$ cat config.mk
export PLATFORM = sky130hd
export DESIGN_NAME = qword_link_tx
export DESIGN_NICKNAME = d
export VERILOG_FILES = /design/src/rtl/qlt_pkg.sv /design/src/rtl/qlt_start_wait.sv /design/src/rtl/qlt_ack_det.sv /design/src/rtl/qlt_serializer.sv /design/src/rtl/qword_link_tx.sv
export SDC_FILE = /design/constraint.sdc
export NUM_CORES = 1
export LEC_CHECK = 0
export BUFFER_PORTS_ARGS = -buffer_cell sky130_fd_sc_hd__clkbuf_2
export CORE_MARGIN = 2
export CORE_UTILIZATION = 40
export DETAILED_ROUTE_END_ITERATION = 10
export GPL_ROUTABILITY_DRIVEN = 1
export SYNTH_ARGS = -nofsm -noshare
export SYNTH_HDL_FRONTEND = slang
export SYNTH_SLANG_ARGS = --single-unit
$ cat constraint.sdc
create_clock -name clk -period 3.2 [get_ports clk]
set_input_delay 0.64 -clock clk [delete_from_list [all_inputs] [get_ports clk]]
set_output_delay 0.64 -clock clk [all_outputs]
set_load 0.005 [all_outputs]
$ cat src/rtl/qlt_pkg.sv
// Shared types for the quad-word link transmitter.
package qlt_pkg;

    // Top-level transfer state.
    typedef enum logic [1:0] {
        ST_IDLE  = 2'd0,  // waiting for a settled ready line
        ST_SEND  = 2'd1,  // a quad-word is on the lane
        ST_ARMED = 2'd2   // receiver armed, no upstream word yet
    } link_state_e;

endpackage

$ cat src/rtl/qlt_start_wait.sv
// Startup delay counter.
// Counts consecutive cycles with the ready line high while enabled, and
// saturates at WAIT_CYC. Any low sample or a dropped enable clears it.
// Assumes the caller gates the final start decision with the live ready level.
module qlt_start_wait #(
    parameter int unsigned WAIT_CYC = 6
) (
    input  logic clk,
    input  logic rst_n,
    input  logic en,
    input  logic rdy,
    output logic done
);
    localparam int unsigned CW = $clog2(WAIT_CYC + 1);

    logic [CW-1:0] cnt;

    // Count sampled-high ready cycles while idle, saturating at the limit.
    always_ff @(posedge clk) begin
        if (!rst_n) begin
            cnt <= '0;
        end else if (en && rdy) begin
            if (cnt != CW'(WAIT_CYC)) begin
                cnt <= cnt + 1'b1;
            end
        end else begin
            cnt <= '0;
        end
    end

    assign done = (cnt == CW'(WAIT_CYC));

    AST_WAIT_NEEDS_RDY: assert property (@(posedge clk) disable iff (!rst_n)
        done |-> $past(rdy));

endmodule

$ cat src/rtl/qlt_ack_det.sv
// Arm-pulse detector.
// Looks for a low sample followed by a high sample on the ready line while a
// quad-word is being sent. The arm output also covers a return to high
// in the current cycle, so a pulse that ends on the last byte still counts.
// Both flags are cleared when a new word is loaded.
module qlt_ack_det (
    input  logic clk,
    input  logic rst_n,
    input  logic clr,
    input  logic active,
    input  logic rdy,
    output logic arm
);
    logic low_q;
    logic armed_q;

    // Remember a low sample seen during the current word.
    always_ff @(posedge clk) begin
        if (!rst_n) begin
            low_q <= 1'b0;
        end else if (clr) begin
            low_q <= 1'b0;
        end else if (active && !rdy) begin
            low_q <= 1'b1;
        end
    end

    // Latch the return to high that follows the low sample.
    always_ff @(posedge clk) begin
        if (!rst_n) begin
            armed_q <= 1'b0;
        end else if (clr) begin
            armed_q <= 1'b0;
        end else if (active && low_q && rdy) begin
            armed_q <= 1'b1;
        end
    end

    assign arm = armed_q || (low_q && rdy);

    AST_ARM_AFTER_LOW: assert property (@(posedge clk) disable iff (!rst_n)
        armed_q |-> low_q);

endmodule

$ cat src/rtl/qlt_serializer.sv
// Byte serializer with forwarded strobe.
// Loads a whole quad-word and shifts it out least significant byte first,
// one byte per cycle. The strobe starts high on byte 0 and changes level
// on every byte. Assumes an even byte count, so the strobe ends each word
// low. The lane reads zero when idle.
module qlt_serializer #(
    parameter int unsigned BYTES  = 16,
    parameter int unsigned BYTE_W = 8
) (
    input  logic                    clk,
    input  logic                    rst_n,
    input  logic                    load,
    input  logic [BYTES*BYTE_W-1:0] load_data,
    output logic [BYTE_W-1:0]       dat,
    output logic                    lclk,
    output logic                    busy,
    output logic                    last
);
    localparam int unsigned WW   = BYTES * BYTE_W;
    localparam int unsigned IW   = $clog2(BYTES);
    localparam int unsigned LAST = BYTES - 1;

    logic [WW-1:0] shreg;
    logic [IW-1:0] idx;

    // Load, shift and stop the byte stream; strobe follows each byte.
    always_ff @(posedge clk) begin
        if (!rst_n) begin
            shreg <= '0;
            idx   <= '0;
            busy  <= 1'b0;
            lclk  <= 1'b0;
        end else if (load) begin
            shreg <= load_data;
            idx   <= '0;
            busy  <= 1'b1;
            lclk  <= 1'b1;
        end else if (busy && (idx != IW'(LAST))) begin
            shreg <= shreg >> BYTE_W;
            idx   <= idx + 1'b1;
            lclk  <= ~lclk;
        end else if (busy) begin
            shreg <= '0;
            idx   <= '0;
            busy  <= 1'b0;
            lclk  <= 1'b0;
        end
    end

    assign dat  = shreg[BYTE_W-1:0];
    assign last = busy && (idx == IW'(LAST));

    AST_BYTE_STEP: assert property (@(posedge clk) disable iff (!rst_n)
        (busy && !last) |=> (busy && idx == $past(idx) + 1'b1));
    AST_CLK_TOGGLE: assert property (@(posedge clk) disable iff (!rst_n)
        busy |=> (!busy || lclk != $past(lclk)));
    AST_IDLE_QUIET: assert property (@(posedge clk) disable iff (!rst_n)
        !busy |-> (!lclk && dat == '0));

endmodule

$ cat src/rtl/qword_link_tx.sv
// Quad-word byte-lane link transmitter (top).
// Accepts quad-words from an upstream valid/ready source and sends them on
// an 8-bit lane with a forwarded strobe. A startup wait runs before the first
// word. A receiver low-high pulse during a word chains the next word with
// no gap. Also holds the PCLK source configuration bit.
// Assumes a single clock domain and an even byte count per word.
module qword_link_tx #(
    parameter int unsigned QW_BYTES   = 16,
    parameter int unsigned BYTE_W     = 8,
    parameter int unsigned START_WAIT = 6
) (
    input  logic                       clk,
    input  logic                       rst_n,
    input  logic                       cfg_we,
    input  logic                       cfg_int_clk,
    output logic                       pclk_src,
    input  logic                       up_valid,
    input  logic [QW_BYTES*BYTE_W-1:0] up_data,
    output logic                       up_ready,
    input  logic                       lnk_rdy,
    output logic                       lnk_clk,
    output logic [BYTE_W-1:0]          lnk_dat
);
    import qlt_pkg::*;

    link_state_e state_q;
    link_state_e state_d;
    logic        hs;
    logic        wait_done;
    logic        arm;
    logic        busy;
    logic        last;

    assign hs = up_valid && up_ready;

    qlt_start_wait #(
        .WAIT_CYC (START_WAIT)
    ) i_wait (
        .clk   (clk),
        .rst_n (rst_n),
        .en    (state_q == ST_IDLE),
        .rdy   (lnk_rdy),
        .done  (wait_done)
    );

    qlt_ack_det i_ack (
        .clk    (clk),
        .rst_n  (rst_n),
        .clr    (hs),
        .active (busy),
        .rdy    (lnk_rdy),
        .arm    (arm)
    );

    qlt_serializer #(
        .BYTES  (QW_BYTES),
        .BYTE_W (BYTE_W)
    ) i_ser (
        .clk       (clk),
        .rst_n     (rst_n),
        .load      (hs),
        .load_data (up_data),
        .dat       (lnk_dat),
        .lclk      (lnk_clk),
        .busy      (busy),
        .last      (last)
    );

    // Offer acceptance only at a quad-word boundary.
    always_comb begin
        unique case (state_q)
            ST_IDLE:  up_ready = wait_done && lnk_rdy;
            ST_SEND:  up_ready = last && arm;
            ST_ARMED: up_ready = 1'b1;
            default:  up_ready = 1'b0;
        endcase
    end

    // Choose the next transfer state.
    always_comb begin
        state_d = state_q;
        unique case (state_q)
            ST_IDLE:  if (hs) state_d = ST_SEND;
            ST_SEND: begin
                if (last) begin
                    if (hs)       state_d = ST_SEND;
                    else if (arm) state_d = ST_ARMED;
                    else          state_d = ST_IDLE;
                end
            end
            ST_ARMED: if (hs) state_d = ST_SEND;
            default:  state_d = ST_IDLE;
        endcase
    end

    // Transfer state register.
    always_ff @(posedge clk) begin
        if (!rst_n) state_q <= ST_IDLE;
        else        state_q <= state_d;
    end

    // PCLK source bit, external after reset.
    always_ff @(posedge clk) begin
        if (!rst_n)      pclk_src <= 1'b0;
        else if (cfg_we) pclk_src <= cfg_int_clk;
    end

    AST_READY_AT_BOUNDARY: assert property (@(posedge clk) disable iff (!rst_n)
        (state_q == ST_SEND && up_ready) |-> last);
    AST_ARMED_NO_WAIT: assert property (@(posedge clk) disable iff (!rst_n)
        (state_q == ST_ARMED && up_valid) |=> busy);
    AST_CFG_HOLD: assert property (@(posedge clk) disable iff (!rst_n)
        !cfg_we |=> $stable(pclk_src));

endmodule

==> metrics.md <==
| Metric | Value |
|---|---|
| Synth Area in XOR/XNOR | `0.00247` |
| Crit Path Class | `register to output pin` |
| # fillers | `1,661` |
| Ys async rst share | `0` |
| Height of the die | `roughly 140 µm` |
| Total number of yosys warnings | `0` |
| Element type at the critical path end | `output pin` |
| Mapped Cells | `783` |
| Yosys cell types | `33` |
| Nets@finish | `approximately 1,000` |
| Sink Count | `142` |
| Cell Area, Synth | `7090 µm²` |
| Syn_nets | `920` |
| CTS root buf | `clkbuf_16` |
| Largest net degree at the start of global routing | `91` |
| Worst hold path class | `input pin to register` |
| Final GP Congestion | `about 0.76` |
| Skew-Pair Late Insertion Delay | `420 ps` |
| Vias in the first global route | `5,192` |
| Clock Skew | `6.15 ps` |
| Synthesis-stage register bit count | `142` |
| Final WS setup | `466 ps` |
| Placed cell areas | `7860 µm²` |
| Setup Slack @ Placement | `842 ps` |
| Main flop type after synthesis | `dfxtp_1` |
| Cells on worst reg2reg path | `7` |
| Die area | `18,800 µm²` |
| Clk slew on worst S/H paths | `60 ps` |
| CTS Buffer Depth | `2` |
| Post-synthesis adder-cell area fraction | `0.00529` |
| Vias per inst | `approximately 5` |
| Post-CTS resize count | `0` |
| Hold Fails Final Rpt | `0` |
| Post-synth EDFFs | `0` |
| Grt total ovfl | `0` |
| Post-CTS Hold Buffers | `0` |
| H-tree depth | `4` |
| Avg WL per Cell | `14.6 µm` |
| Setup Fix Bufs, Post-CTS | `0` |
| Layout Utilization | `0.493` |
| Area growth from synthesis to layout | `20.3%` |
| Initial Util | `0.410` |
| Startpoint Class | `register` |
| Sequential share of the synthesized area | `0.401` |
| CTS tree | `yes` |
| Slew @ Worst Pin | `around 780 ps` |
| Mean Syn Cell Area | `a little over 9 µm²` |
| DRT antenna net count | `0` |
| Final Total Pwr | `approximately 0.0041 W` |
| Tcrit/Tclk final | `0.854` |
| First-pass GRT wire length | `26.4 mm` |
| LEAKAGE | `between 3 and 4 nW` |
| Simple-gate share of the synthesized area | `0.204` |
| Largest family of logic cells by synthesized area | `compound AO/OA/AOI/OAI gates` |
| 1st-iter DRT viols | `404` |
| Post-synthesis mux area share | `0.00300` |
| Design area | `approximately 8500 µm²` |
| DRC viols | `0` |
| Vias | `between 5,000 and 6,000` |
| Power Density | `486 nW/µm²` |
| Max-cap violations | `0` |
| Worst Path Arrival | `about 2100 ps` |
| Core Region | `17,300 µm²` |
| Top Ports | `145` |
| Slew Limit Fails | `0` |
| Setup tns final | `0 ps` |
| Detailed Place HPWL | `roughly 11 mm` |
| Compound-gate portion of the synthesized area | `0.315` |
| First-pass detailed-route iteration total | `4` |
| VDD IR max | `0.000374 V` |
| Fin crit period | `2730 ps` |
| All-Layer GR Usage | `0.178` |
| WP data required | `2560 ps` |
| CTS buffer count | `17` |
| Rel. slew slack | `0.479` |
| Initial antenna violation count | `0` |
| Total Wirelength | `around 16 mm` |
| Die Width | `137 µm` |
| Rows | `48` |
| Min-Delay Path Depth | `2` |
| Number of I/O port buffers | `~140` |
| RSZ-0062 raised after global routing | `no` |
| Number of diodes | `0` |
| Achievable Freq | `366 MHz` |
| Share of layout cells above drive strength 1 | `0.355` |
| Outcome | `completed` |
| Worst-path fanout max | `4` |
| # setup viols final | `0` |
flip-flops by register name, summed over array words and instances (netlist names):
register / flops
i_ser.shreg: 128
state_q: 2
i_ser.idx: 4
pclk_src: 1
i_wait.cnt: 3
i_ser.lclk: 1
i_ack.low_q: 1
i_ser.busy: 1
i_ack.armed_q: 1
power by group:
part	switching (W)	leakage, nW	internal [W]
sequential	0.00000152	1.14	0.00177
combinational	0.0000804	1.96	0.0000663
clock	0.000742	0.327	0.00149
cell usage in the layout (no fill, tap or decap):
master,count
nor2_1,130
inv_6,1
nand2b_1,2
nand4_1,1
clkbuf_16,18
clkinv_2,3
clkinvlp_4,2
or4b_2,1
a211oi_1,2
o32a_2,1
nand2_1,16
buf_4,9
xor2_1,1
nand3b_1,2
mux2i_1,1
dfxtp_1,141
and2_4,1
a21oi_1,128
clkbuf_8,3
nand3_1,1
ha_1,3
nand4b_1,8
dfxtp_4,1
inv_1,2
o21ai_0,3
o21ai_1,8
or4_1,1
a211oi_2,120
mux2_2,1
clkbuf_2,144
bufinv_16,5
clkbuf_1,1
nor2b_1,121
or3_1,1
buf_12,8
nor3_1,1
xnor2_1,1
a31oi_1,2
kinds of logic (layout without fill, tap and decap cells):
kind of cell | after synthesis | after routing
xor gates and xnor gates | 2 | 2
muxes | 2 | 2
adders and majority gates | 3 | 3
AOI/OAI and AO/OA | 264 | 264
and+or+nand+nor | 286 | 286
buffers and inverters | 84 | 196
DFF | 142 | 142
stage by stage:
step | hold slack, ps | std cells
2_1_floorplan | 438 | 783
3_3_place_gp | 464 | 1088
3_5_place_dp | 474 | 1088
4_1_cts | 402 | 1120
5_1_grt | 410 | 1120
6_report | 423 | 1120
metal layers:
metal	wire, µm	GRT usage	vias to the layer above
li1	-	-	2920
met1	8250	0.256	2537
met2	7290	0.264	101
met3	657	0.0441	10
met4	143	0.0481	0
met5	0	0	-
worst max-delay path, cell delays in order, from the launching register on:
cell and delay (ps):
dfxtp_1 380, ha_1 230, nand4_1 190, or4b_2 660, o21ai_0 100, clkbuf_2 130
worst paths after layout:
| kind | end | slack (ps) | startpoint |
|---|---|---|---|
| min | state_q[1] | 420 | up_valid |
| max reg2reg | i_ser.shreg[82] | 1030 | i_ser.idx[0] |
| min reg2reg | i_ser.shreg[127] | 480 | i_ser.shreg[127] |
| max | up_ready | 470 | i_ser.idx[0] |
cell usage after synthesis, types with 2 or more instances:
library cell  instances  area, µm²
buf_2                20        100
o21ai_1               8       40.0
buf_1                 4       15.0
dfxtp_1             142       2840
a31oi_1               2       12.5
nand2b_1              2       12.5
nand3b_1              2       15.0
nor2b_1             121        757
a211oi_1              2       15.0
o21ai_0               3       15.0
nor2_1              130        488
buf_4                 8       60.1
inv_1                 2       7.51
a211oi_2            120       1500
nand2_1              16       60.1
buf_6                16        180
ha_1                  3       37.5
nand4b_1              8       70.1
a21oi_1             128        641
clkbuf_1             33        124
area by class of cell:
type / instances / area [µm²] / area share
clock inverter: 10 / 180 / 0.0211
clock buffer: 22 / 495 / 0.0581
tap: 225 / 282 / 0.0330
timing repair buffer: 161 / 948 / 0.111
inverter: 3 / 16.3 / 0.00191
multi-input combinational: 557 / 3760 / 0.441
sequential: 142 / 2850 / 0.334
Power figures use the tool's default switching activity.
